[config.mk]
export PLATFORM = sky130hd
export DESIGN_NAME = stack_cache
export DESIGN_NICKNAME = d
export VERILOG_FILES = /design/src/rtl/sc_pkg.sv /design/src/rtl/sc_window.sv /design/src/rtl/sc_entry_store.sv /design/src/rtl/stack_cache.sv
export SDC_FILE = /design/constraint.sdc
export NUM_CORES = 2
export LEC_CHECK = 0
export BUFFER_PORTS_ARGS = -buffer_cell sky130_fd_sc_hd__buf_2
export CORE_UTILIZATION = 61
export CTS_BUF_LIST = sky130_fd_sc_hd__clkbuf_16
export DETAILED_ROUTE_END_ITERATION = 12
export PLACE_DENSITY = 0.9
export SYNTH_ARGS = -nofsm -noshare
export SYNTH_HDL_FRONTEND = slang
export SYNTH_HIERARCHICAL = 1
export SYNTH_SLANG_ARGS = --single-unit
[constraint.sdc]
create_clock -name clk -period 21.2 [get_ports clk]
set_clock_uncertainty 0.1 [all_clocks]
set_input_delay 4.24 -clock clk [delete_from_list [all_inputs] [get_ports clk]]
set_output_delay 4.24 -clock clk [all_outputs]
set_load 0.02 [all_outputs]
[src/rtl/sc_pkg.sv]
package sc_pkg;
    typedef enum logic [1:0] {
        SC_NOP     = 2'd0,
        SC_ENTER   = 2'd1,
        SC_CLEANUP = 2'd2
    } sc_cmd_e;

    typedef enum logic [2:0] {
        ST_IDLE,
        ST_SPILL,
        ST_FILL,
        ST_FILL_WAIT,
        ST_FWD,
        ST_FWD_WAIT
    } sc_state_e;
endpackage

[src/rtl/sc_window.sv]
module sc_window #(
    parameter int AW    = 32,
    parameter int IDXW  = 5,
    parameter int CNTW  = 6
) (
    input  logic [AW-1:0]   sp,
    input  logic [CNTW-1:0] cnt,
    input  logic [AW-1:0]   addr,
    output logic            hit,
    output logic [IDXW-1:0] idx
);
    logic [AW-3:0] word_ofs;

    always_comb begin
        word_ofs = addr[AW-1:2] - sp[AW-1:2];
        hit      = (word_ofs < (AW-2)'(cnt));
        idx      = addr[IDXW+1:2];
    end
endmodule

[src/rtl/sc_entry_store.sv]
module sc_entry_store #(
    parameter int DEPTH = 32,
    parameter int IDXW  = 5,
    parameter int WW    = 32
) (
    input  logic            clk,
    input  logic            wr_en,
    input  logic [IDXW-1:0] wr_idx,
    input  logic [WW/8-1:0] wr_be,
    input  logic [WW-1:0]   wr_data,
    input  logic [IDXW-1:0] rd_idx,
    output logic [WW-1:0]   rd_data
);
    localparam int LANES = WW / 8;

    for (genvar b = 0; b < LANES; b++) begin : g_lane
        logic [7:0] lane_mem [DEPTH];

        always_ff @(posedge clk) begin
            if (wr_en && wr_be[b]) begin
                lane_mem[wr_idx] <= wr_data[8*b +: 8];
            end
        end

        assign rd_data[8*b +: 8] = lane_mem[rd_idx];
    end
endmodule

[src/rtl/stack_cache.sv]
module stack_cache
    import sc_pkg::*;
#(
    parameter int AW    = 32,
    parameter int WW    = 32,
    parameter int DEPTH = 32,
    parameter int CMDW  = 6
) (
    input  logic            clk,
    input  logic            rst_n,
    input  logic [AW-1:0]   sp_init,
    input  logic [1:0]      cmd_op,
    input  logic [CMDW-1:0] cmd_words,
    input  logic [CMDW-1:0] cmd_keep,
    input  logic            cpu_valid,
    input  logic            cpu_we,
    input  logic [AW-1:0]   cpu_addr,
    input  logic [WW/8-1:0] cpu_be,
    input  logic [WW-1:0]   cpu_wdata,
    output logic [WW-1:0]   cpu_rdata,
    output logic            cpu_rvalid,
    output logic            busy,
    output logic [AW-1:0]   stack_ptr,
    output logic [CMDW-1:0] resident_count,
    output logic            mem_req_valid,
    input  logic            mem_req_ready,
    output logic            mem_req_we,
    output logic [AW-1:0]   mem_req_addr,
    output logic [WW/8-1:0] mem_req_be,
    output logic [WW-1:0]   mem_req_wdata,
    input  logic            mem_rsp_valid,
    input  logic [WW-1:0]   mem_rsp_rdata
);
    localparam int IDXW  = $clog2(DEPTH);
    localparam int CNTW  = IDXW + 1;
    localparam int LANES = WW / 8;

    typedef struct packed {
        sc_state_e       fsm;
        logic [AW-1:0]   sp;
        logic [CNTW-1:0] cnt;
        logic [CNTW-1:0] pend;
        logic            rvalid;
        logic [WW-1:0]   rdata;
        logic [AW-1:0]   fwd_addr;
        logic            fwd_we;
        logic [LANES-1:0] fwd_be;
        logic [WW-1:0]   fwd_data;
    } sc_regs_t;

    sc_regs_t r_q, r_d;

    function automatic logic [CNTW-1:0] clamp_words(input logic [CMDW-1:0] v);
        return (v > CMDW'(DEPTH)) ? CNTW'(DEPTH) : CNTW'(v);
    endfunction

    function automatic logic [AW-1:0] words_to_bytes(input logic [CNTW-1:0] w);
        return AW'(w) << 2;
    endfunction

    logic            cpu_hit;
    logic [IDXW-1:0] cpu_idx;
    logic [AW-1:0]   spill_addr;
    logic [AW-1:0]   fill_addr;
    logic [IDXW-1:0] rd_idx;
    logic [WW-1:0]   rd_word;
    logic            st_wr_en;
    logic [IDXW-1:0] st_wr_idx;
    logic [LANES-1:0] st_wr_be;
    logic [WW-1:0]   st_wr_data;

    sc_window #(.AW(AW), .IDXW(IDXW), .CNTW(CNTW)) window_i (
        .sp   (r_q.sp),
        .cnt  (r_q.cnt),
        .addr (cpu_addr),
        .hit  (cpu_hit),
        .idx  (cpu_idx)
    );

    sc_entry_store #(.DEPTH(DEPTH), .IDXW(IDXW), .WW(WW)) store_i (
        .clk     (clk),
        .wr_en   (st_wr_en),
        .wr_idx  (st_wr_idx),
        .wr_be   (st_wr_be),
        .wr_data (st_wr_data),
        .rd_idx  (rd_idx),
        .rd_data (rd_word)
    );

    always_comb begin
        spill_addr = r_q.sp + words_to_bytes(r_q.cnt - CNTW'(1));
        fill_addr  = r_q.sp + words_to_bytes(r_q.cnt);
        rd_idx     = (r_q.fsm == ST_SPILL) ? spill_addr[IDXW+1:2] : cpu_idx;
    end

    always_comb begin
        logic [CNTW-1:0] n_w;
        logic [CNTW-1:0] k_w;
        logic [CNTW-1:0] left;

        r_d        = r_q;
        r_d.rvalid = 1'b0;
        n_w        = clamp_words(cmd_words);
        k_w        = clamp_words(cmd_keep);
        left       = '0;

        st_wr_en   = 1'b0;
        st_wr_idx  = cpu_idx;
        st_wr_be   = cpu_be;
        st_wr_data = cpu_wdata;

        mem_req_valid = 1'b0;
        mem_req_we    = 1'b0;
        mem_req_addr  = r_q.fwd_addr;
        mem_req_be    = '1;
        mem_req_wdata = rd_word;

        unique case (r_q.fsm)
            ST_IDLE: begin
                if (sc_cmd_e'(cmd_op) == SC_ENTER) begin
                    if (({1'b0, r_q.cnt} + {1'b0, n_w}) > (CNTW+1)'(DEPTH)) begin
                        r_d.fsm  = ST_SPILL;
                        r_d.pend = n_w;
                    end else begin
                        r_d.sp  = r_q.sp - words_to_bytes(n_w);
                        r_d.cnt = r_q.cnt + n_w;
                    end
                end else if (sc_cmd_e'(cmd_op) == SC_CLEANUP) begin
                    r_d.sp = r_q.sp + words_to_bytes(n_w);
                    left   = (r_q.cnt > n_w) ? (r_q.cnt - n_w) : '0;
                    r_d.cnt = left;
                    if (left < k_w) begin
                        r_d.fsm  = ST_FILL;
                        r_d.pend = k_w;
                    end
                end else if (cpu_valid) begin
                    if (cpu_hit) begin
                        if (cpu_we) begin
                            st_wr_en = 1'b1;
                        end else begin
                            r_d.rvalid = 1'b1;
                            r_d.rdata  = rd_word;
                        end
                    end else begin
                        r_d.fsm      = ST_FWD;
                        r_d.fwd_addr = cpu_addr;
                        r_d.fwd_we   = cpu_we;
                        r_d.fwd_be   = cpu_be;
                        r_d.fwd_data = cpu_wdata;
                    end
                end
            end
            ST_SPILL: begin
                mem_req_valid = 1'b1;
                mem_req_we    = 1'b1;
                mem_req_addr  = spill_addr;
                mem_req_wdata = rd_word;
                if (mem_req_ready) begin
                    left = r_q.cnt - CNTW'(1);
                    if (({1'b0, left} + {1'b0, r_q.pend}) <= (CNTW+1)'(DEPTH)) begin
                        r_d.sp  = r_q.sp - words_to_bytes(r_q.pend);
                        r_d.cnt = left + r_q.pend;
                        r_d.fsm = ST_IDLE;
                    end else begin
                        r_d.cnt = left;
                    end
                end
            end
            ST_FILL: begin
                mem_req_valid = 1'b1;
                mem_req_addr  = fill_addr;
                if (mem_req_ready) begin
                    r_d.fsm = ST_FILL_WAIT;
                end
            end
            ST_FILL_WAIT: begin
                if (mem_rsp_valid) begin
                    st_wr_en   = 1'b1;
                    st_wr_idx  = fill_addr[IDXW+1:2];
                    st_wr_be   = '1;
                    st_wr_data = mem_rsp_rdata;
                    r_d.cnt    = r_q.cnt + CNTW'(1);
                    r_d.fsm    = ((r_q.cnt + CNTW'(1)) >= r_q.pend) ? ST_IDLE : ST_FILL;
                end
            end
            ST_FWD: begin
                mem_req_valid = 1'b1;
                mem_req_we    = r_q.fwd_we;
                mem_req_addr  = r_q.fwd_addr;
                mem_req_be    = r_q.fwd_be;
                mem_req_wdata = r_q.fwd_data;
                if (mem_req_ready) begin
                    r_d.fsm = r_q.fwd_we ? ST_IDLE : ST_FWD_WAIT;
                end
            end
            ST_FWD_WAIT: begin
                if (mem_rsp_valid) begin
                    r_d.rvalid = 1'b1;
                    r_d.rdata  = mem_rsp_rdata;
                    r_d.fsm    = ST_IDLE;
                end
            end
            default: r_d.fsm = ST_IDLE;
        endcase
    end

    always_ff @(posedge clk) begin
        if (!rst_n) begin
            r_q          <= '0;
            r_q.fsm      <= ST_IDLE;
            r_q.sp       <= {sp_init[AW-1:2], 2'b00};
        end else begin
            r_q <= r_d;
        end
    end

    assign cpu_rdata      = r_q.rdata;
    assign cpu_rvalid     = r_q.rvalid;
    assign busy           = (r_q.fsm != ST_IDLE);
    assign stack_ptr      = r_q.sp;
    assign resident_count = CMDW'(r_q.cnt);
endmodule

; Word level (Yosys, flattened, before mapping)
; Memory sizes are Yosys's and may differ from the RTL's.
; Index checks and enable logic that the tools add are counted.
[word_totals]
mem_bits_ro = 0
latch_bits = 0
ff_bits = 149
mem_count = 4
out_inout_bits = 142
mem_bits_rw = 1024
in_bits = 152
[op_classes]
shift = 0
reduce_logical = 19
n_mux = 64
multipliers = 0
eq_ne = 30
order_cmp = 8
div_mod_pow = 0
bitwise_logic = 3
addsub = 13
[memory_table]
columns = name, words, width, rd, rd_clocked_by_memory_dff, wr, line
row1 = store_i.g_lane[0].lane_mem, 32, 8, 1, 0, 1, sc_entry_store.sv:17  ; logic [7:0] lane_mem [DEPTH];
row2 = store_i.g_lane[1].lane_mem, 32, 8, 1, 0, 1, sc_entry_store.sv:17
row3 = store_i.g_lane[2].lane_mem, 32, 8, 1, 0, 1, sc_entry_store.sv:17
row4 = store_i.g_lane[3].lane_mem, 32, 8, 1, 0, 1, sc_entry_store.sv:17
[ops]
columns = op, count
row1 = 2-to-1 mux 102 bit, 3
row2 = 2-to-1 mux 146 bit, 1
row3 = 2-to-1 mux 69 bit, 2
row4 = case mux 32 bit (2 select lines), 2
row5 = 2-to-1 mux 33 bit, 3
row6 = adder 32 x 8 -> 32 bit, 3
row7 = 2-to-1 mux 32 bit, 3
row8 = case mux 33 bit (2 select lines), 1
row9 = subtractor 32 x 8 -> 32 bit, 2
row10 = 2-to-1 mux 6 bit, 8
row11 = 2-to-1 mux 47 bit, 1
row12 = 2-to-1 mux 44 bit, 1
row13 = 2-to-1 mux 41 bit, 1
row14 = 2-to-1 mux 38 bit, 1
row15 = 2-to-1 mux 35 bit, 1
row16 = < comparator 30 x 6 -> 1 bit, 1
row17 = 2-to-1 mux 3 bit, 10
row18 = subtractor 30 bit, 1
row19 = "inequality test 2 bit, second input constant", 10
row20 = "inequality test 4 bit, second input constant", 5
row21 = AND reduction 5 bit, 4
row22 = case mux 3 bit (6 select lines), 1
row23 = case mux 6 bit (3 select lines), 1
row24 = 2-to-1 mux 1 bit, 15
row25 = 33 further kinds, 56

; Depth between registers and ports, before layout
; An unclocked memory read counts as a cell.
[depth]
word_depth = 11
ltp_mapped = 24

; Cells and area by module
; Netlist, hierarchy kept.
[by_module_without_submodules]
columns = mod, n_inst, seq_area_each_um2, area_per_inst_um2, cells_each
row1 = sc_entry_store, 1, 30749.5, 40391.2, 2374
row2 = stack_cache, 1, 3243.1, 11805.1, 1486
row3 = sc_window, 1, 0.0, 2008.2, 298

; Least setup slack after synthesis
; OpenSTA, ideal clock, no wires.
[synth_path]
kind = input to register
from = in cmd_words[5]
to = reg, netlist name stack_ptr[10]
path_stages = 15
setup_time_ps = 501
path_slack_ps = 10816
path_buffers = 1
arrival_time_ps = 9783
path_cell_list = clkbuf_1 -> inv_1 -> nand2_1 -> inv_1 -> ha_1 -> fa_1 -> nor2b_1 -> o21ai_0 -> nand2_1 -> xor2_1 -> a31oi_1 -> or2_2 -> nor2_1 -> a2111oi_0 -> o41ai_1
[synth_between]
elab_chain_len = 6
[synth_lines]
columns = element, line
row1 = from (decl), stack_cache.sv:13  ; input logic [CMDW-1:0] cmd_words,
row2 = greater-than comparator 6 bit, stack_cache.sv:54  ; return (v > CMDW'(DEPTH)) ? CNTW'(DEPTH) : CNTW'(v);
row3 = 2-to-1 mux 6 bit *, stack_cache.sv:54
row4 = adder 6 x 6 -> 7 bit *, stack_cache.sv:121  ; if (({1'b0, r_q.cnt} + {1'b0, n_w}) > (CNTW+1)'(DEPTH)) begin
row5 = greater-than comparator 7 x 6 -> 1 bit *, stack_cache.sv:121
row6 = inequality test 4 bit (no source line) *, --
row7 = AND reduction 5 bit (no source line) *, --
; Mark *: on every way between the ends. The rest lies on a longest branch, timed or not.
; A chain may end at the register's enable or synchronous reset.

; Worst setup path after layout
[layout_path]
from = in cpu_addr[2]
to = out mem_req_wdata[14]
[layout_between]
elab_chain_len = 3
[layout_lines]
columns = element, line
row1 = from (decl), stack_cache.sv:17  ; input logic [AW-1:0] cpu_addr,
row2 = 2-to-1 mux 5 bit, stack_cache.sv:93  ; rd_idx = (r_q.fsm == ST_SPILL) ? spill_addr[IDXW+1:2] : cpu_idx;
row3 = via rd_idx[0], stack_cache.sv:65  ; logic [IDXW-1:0] rd_idx;
row4 = memory (32 x 8 bit), --
row5 = via rd_word[14], stack_cache.sv:66  ; logic [WW-1:0] rd_word;
row6 = 2-to-1 mux 32 bit, stack_cache.sv:118  ; unique case (r_q.fsm)
row7 = to (decl), stack_cache.sv:30  ; output logic [WW-1:0] mem_req_wdata,
; The timed path passes the listed nets, and every way through them passes these cells.

==> flow_summary.html <==
<table>
<tr><th>Metric</th><th>Value</th></tr>
<tr><th colspan="2">Synth</th></tr>
<tr><td>Count of flip-flops with a built-in enable after synthesis</td><td>1054</td></tr>
<tr><td>Post-synthesis sequential area ratio</td><td>0.627</td></tr>
<tr><td>Register bit total from synthesis</td><td>1171</td></tr>
<tr><td>Average cell area after synthesis</td><td>13.0 sq um</td></tr>
<tr><td>Synthesis warning total</td><td>6</td></tr>
<tr><td>Post-synthesis cell count</td><td>4158</td></tr>
<tr><td>Count of unique library cells instantiated by Yosys</td><td>81</td></tr>
<tr><td>Share of flip-flops with an asynchronous set or reset</td><td>0</td></tr>
<tr><td>Cell Area, Synth</td><td>0.0542 sq mm</td></tr>
<tr><td>Synth Flop Type</td><td>edfxtp_1</td></tr>
<tr><th colspan="2">Setup path</th></tr>
<tr><td>Kind of end point of the critical path</td><td>output port</td></tr>
<tr><td>Crit path required time</td><td>16.86 ns</td></tr>
<tr><td>CP startpoint kind</td><td>primary input</td></tr>
<tr><td>Worst path depth</td><td>12</td></tr>
<tr><td>Sequence of cells on the critical path</td><td>buf_2, nand2_1, nand2_4, buf_12, buf_4, mux2i_1, a22o_1, nor3_1, a31oi_1, nand3_1, mux2_2, buf_2</td></tr>
<tr><td>Delay of the slowest cell on the worst path</td><td>0.98 ns</td></tr>
<tr><td>Most used cell along the critical path</td><td>buf_2</td></tr>
<tr><td>Critical register-to-register path startpoint</td><td>stack_ptr[2]$_DFFE_PP_</td></tr>
<tr><td>Worst path buffer plus inverter count</td><td>4</td></tr>
<tr><td>Worst setup path class</td><td>in2out</td></tr>
<tr><td>Number of cells on the worst reg-to-reg path</td><td>19</td></tr>
<tr><td>Critical Path Fanout Max</td><td>125</td></tr>
<tr><td>Endpoint of the lowest-slack register-to-register path</td><td>store_i/g_lane[3].lane_mem[19][5]$_DFFE_PP_</td></tr>
<tr><td>Arrival time worst endpoint</td><td>8.66 ns</td></tr>
<tr><td>R2R Setup Slk</td><td>13.09 ns</td></tr>
<tr><td>Crit-path slowest cell</td><td>buf_4</td></tr>
<tr><td>Delay-heaviest family, CP</td><td>buffers and inverters</td></tr>
<tr><th colspan="2">Clocking</th></tr>
<tr><td>Clock tree from TritonCTS</td><td>yes</td></tr>
<tr><td>Clk Latency, worst-skew pair</td><td>0.70 ns</td></tr>
<tr><td>Clock Sinks</td><td>1171</td></tr>
<tr><td>Number of buffers inserted by post-CTS setup repair</td><td>0</td></tr>
<tr><td>Hold-fix buffer count after cts</td><td>0</td></tr>
<tr><td>Number of CTS-inserted buffers</td><td>106</td></tr>
<tr><td>Deepest clock path buffer count</td><td>3</td></tr>
<tr><td>Master cell of the clock root buffer</td><td>clkbuf_16</td></tr>
<tr><td>CTS-repair resized insts</td><td>0</td></tr>
<tr><td>Number of H-tree branching levels</td><td>3</td></tr>
<tr><td>CTS clock-pin slew for the worst setup and hold paths</td><td>0.06 ns</td></tr>
<tr><th colspan="2">Global route</th></tr>
<tr><td>Number of global-route vias before repair</td><td>36200</td></tr>
<tr><td>Global-route wire length before repair</td><td>226 mm</td></tr>
<tr><td>Number of antenna violations at the first check in global routing</td><td>16</td></tr>
<tr><td>GR Util met3</td><td>0.0642</td></tr>
<tr><td>Gr usage total</td><td>0.337</td></tr>
<tr><td>Layer with the highest usage after global routing</td><td>met2</td></tr>
<tr><td>Met1 demand-to-capacity share in global routing</td><td>0.430</td></tr>
<tr><td>GR Util met2</td><td>0.540</td></tr>
<tr><td>Largest net degree at the start of global routing</td><td>163</td></tr>
<tr><td>Global route overflow</td><td>0</td></tr>
<tr><th colspan="2">Die</th></tr>
<tr><td>Die span in y</td><td>300 microns</td></tr>
<tr><td>Core ar.</td><td>0.0874 sq mm</td></tr>
<tr><td>Number of placed I/O pins</td><td>294</td></tr>
<tr><td>Floorplan row count</td><td>108</td></tr>
<tr><td>Width of the die</td><td>300 microns</td></tr>
<tr><td>Initial core utilization</td><td>0.620</td></tr>
<tr><td>Total die area</td><td>0.0901 sq mm</td></tr>
<tr><th colspan="2">Detailed routing</th></tr>
<tr><td>DRC violation count after routing</td><td>0</td></tr>
<tr><td>Drt first pass iters</td><td>9</td></tr>
<tr><td>Number of nets still failing antenna checks after routing</td><td>0</td></tr>
<tr><td>Routed vias</td><td>37500</td></tr>
<tr><td>Post-DR vias/cell</td><td>6.77</td></tr>
<tr><td>Iter 0 DRT Violations</td><td>5390</td></tr>
<tr><td>Routed wirelength normalized by instance count</td><td>27.9 microns</td></tr>
<tr><td>WL final</td><td>155 mm</td></tr>
<tr><th colspan="2">Pwr</th></tr>
<tr><td>Design internal power</td><td>4690 uW</td></tr>
<tr><td>Fraction of power consumed by combinational cells</td><td>0.376</td></tr>
<tr><td>P_leak</td><td>0.0218 uW</td></tr>
<tr><td>Pwr dens</td><td>127 mW/mm^2</td></tr>
<tr><td>Proportion of total power due to net switching</td><td>0.376</td></tr>
<tr><td>Worst-case vdd ir drop</td><td>0.0984 mV</td></tr>
<tr><td>Reg power frac</td><td>0.366</td></tr>
<tr><td>Net switching power</td><td>2830 uW</td></tr>
<tr><td>PnR Total Power</td><td>7530 uW</td></tr>
<tr><td>Portion of total power attributed to the clock network</td><td>0.258</td></tr>
<tr><th colspan="2">Run status</th></tr>
<tr><td>Result of the run</td><td>complete, no violations</td></tr>
<tr><th colspan="2">STA</th></tr>
<tr><td>Worst-margin pin slew</td><td>1.35 ns</td></tr>
<tr><td>Setup TNS</td><td>0 ns</td></tr>
<tr><td>Count of final setup violators</td><td>0</td></tr>
<tr><td>Max Clk Rate</td><td>0.0769 GHz</td></tr>
<tr><td>Hold Violations, Final</td><td>0</td></tr>
<tr><td>RSZ-0062 raised after global routing</td><td>false</td></tr>
<tr><td>Final min period</td><td>13.00 ns</td></tr>
<tr><td>Remaining max-slew budget at the tightest pin</td><td>0.102</td></tr>
<tr><td>Period Utilization, post-route</td><td>0.613</td></tr>
<tr><td>Pins Over Slew Limit</td><td>0</td></tr>
<tr><th colspan="2">Hold path</th></tr>
<tr><td>Hold Crit Depth</td><td>2</td></tr>
<tr><td>Worst hold path class</td><td>reg2reg</td></tr>
<tr><td>Worst Hold End</td><td>r_q[33]$_SDFFE_PN0P_</td></tr>
<tr><td>Hold wc startpoint</td><td>r_q[33]$_SDFFE_PN0P_</td></tr>
<tr><th colspan="2">Placed design</th></tr>
<tr><td>RePlAce Congestion</td><td>0.975</td></tr>
<tr><td>Area of placed instances</td><td>0.0558 sq mm</td></tr>
<tr><td>Final HPWL DP</td><td>98.2 mm</td></tr>
<tr><td>Number of input and output port buffers inserted</td><td>289</td></tr>
<tr><th colspan="2">Final layout</th></tr>
<tr><td>Final net count</td><td>4554</td></tr>
<tr><td>Post-synthesis to final-layout area growth</td><td>9.46%</td></tr>
<tr><td>Share of layout cells above drive strength 1</td><td>0.139</td></tr>
<tr><td>Final instance area</td><td>0.0593 sq mm</td></tr>
<tr><th colspan="2">Flow run</th></tr>
<tr><td>MaxCap Viol Count</td><td>0</td></tr>
</table>
[placed cells by master (no fill, tap or decap), drive strengths merged, types with 91 or more instances in the layout]
| cell type | instances |
|---|---|
| dfxtp | 117 |
| mux2i | 516 |
| inv | 112 |
| a21oi | 251 |
| ha | 110 |
| buf | 329 |
| clkbuf | 107 |
| nand2 | 403 |
| nor2 | 257 |
| o21ai | 91 |
| edfxtp | 1054 |
| nand3 | 139 |
| a22oi | 105 |
[synthesized netlist by cell type (21+ instances only)]
cell type  count  area [sq um]
o21ai_0       84           420
buf_4        106           796
a22oi_1      105           788
a21o_1        36           270
edfxtp_1    1054         31700
xor2_1        29           254
a21oi_1      248          1240
ha_1         110          1380
nor2_1       256           961
inv_1         89           334
nand2_1      403          1510
a22o_1        66           578
a31oi_1       44           275
mux2i_1      516          5160
clkbuf_1     126           473
nand4_1       21           131
dfxtp_1      117          2340
a222oi_1      32           320
nand2b_1      31           194
nand3_1      139           696
mux2_2        87           980
buf_2         42           210
xnor2_1       46           403
nor3_1        62           310
[per-stage QoR]
step / util / worst slack [ns] / instances / hold slack [ns]
floorplan: - / 10.82 / 4159 / 0.331
global placement: 0.638 / 8.41 / 5332 / 0.337
detailed placement: 0.638 / 8.37 / 5332 / 0.345
CTS: 0.678 / 8.30 / 5532 / 0.354
global route: 0.679 / 8.10 / 5544 / 0.367
finish: 0.679 / 8.20 / 5547 / 0.355
[how the worst max path moves through the flow]
stage / to / start
final: mem_req_wdata[14] / cpu_addr[2]
after CTS: mem_req_wdata[16] / cpu_addr[2]
after global placement: mem_req_wdata[16] / cpu_addr[2]
after floorplan: stack_ptr[10]$_DFFE_PP_ / cmd_words[5]
after global routing: mem_req_wdata[14] / cpu_addr[2]
after detailed placement: mem_req_wdata[22] / cpu_addr[2]
[power groups by stage]
stage | clock network (uW) | logic, uW | registers, uW
global route | 2030 | 2970 | 2750
detailed placement | 0 | 2720 | 2790
global placement | 0 | 2670 | 2790
floorplan | 0 | 2000 | 2720
finish | 1940 | 2830 | 2760
CTS | 1940 | 2750 | 2740
[routing by layer]
metal / vias to the layer above / wire [microns]
met3: 594 / 17300
met5: - / 7
li1: 16000 / -
met4: 2 / 10600
met2: 2777 / 72800
met1: 18200 / 54100
[worst register-to-register path, delay by kind of cell (launching register included)]
| kind | cells | cell delay [ns] |
|---|---|---|
| flip-flops | 1 | 0.48 |
| XOR/XNOR | 1 | 0.18 |
| AO/OA/AOI/OAI | 6 | 1.85 |
| adder cells (fa/ha/maj) | 3 | 1.00 |
| AND/OR/NAND/NOR | 9 | 4.11 |
[flip-flops by register name (all words and copies together), names as in the netlist]
register,flops
store_i/g_lane.lane_mem,1024
r_q,78
cpu_rdata,32
stack_ptr,30
resident_count,6
cpu_rvalid,1
[cell type report]
cell class,count,area [sq um]
flip-flops and latches,1171,34000
fillers,5577,28100
multi-input cells,2588,18200
clock buffers,107,2680
repair buffers,329,1770
well taps,1155,1450
clock inverters,93,838
inverters,89,337
diodes,15,37.5
[cells by family after synthesis]
kind of cell,Yosys count,share of synthesized area
AO/OA/AOI/OAI,794,0.0995
XOR/XNOR,75,0.0121
adder cells (fa/ha/maj),117,0.0280
buffers and inverters,400,0.0382
flip-flops,1171,0.627
multiplexers,604,0.114
other,1,0.0000692
AND/OR/NAND/NOR,996,0.0815
Note: power is estimated with default switching activity, not from simulation.
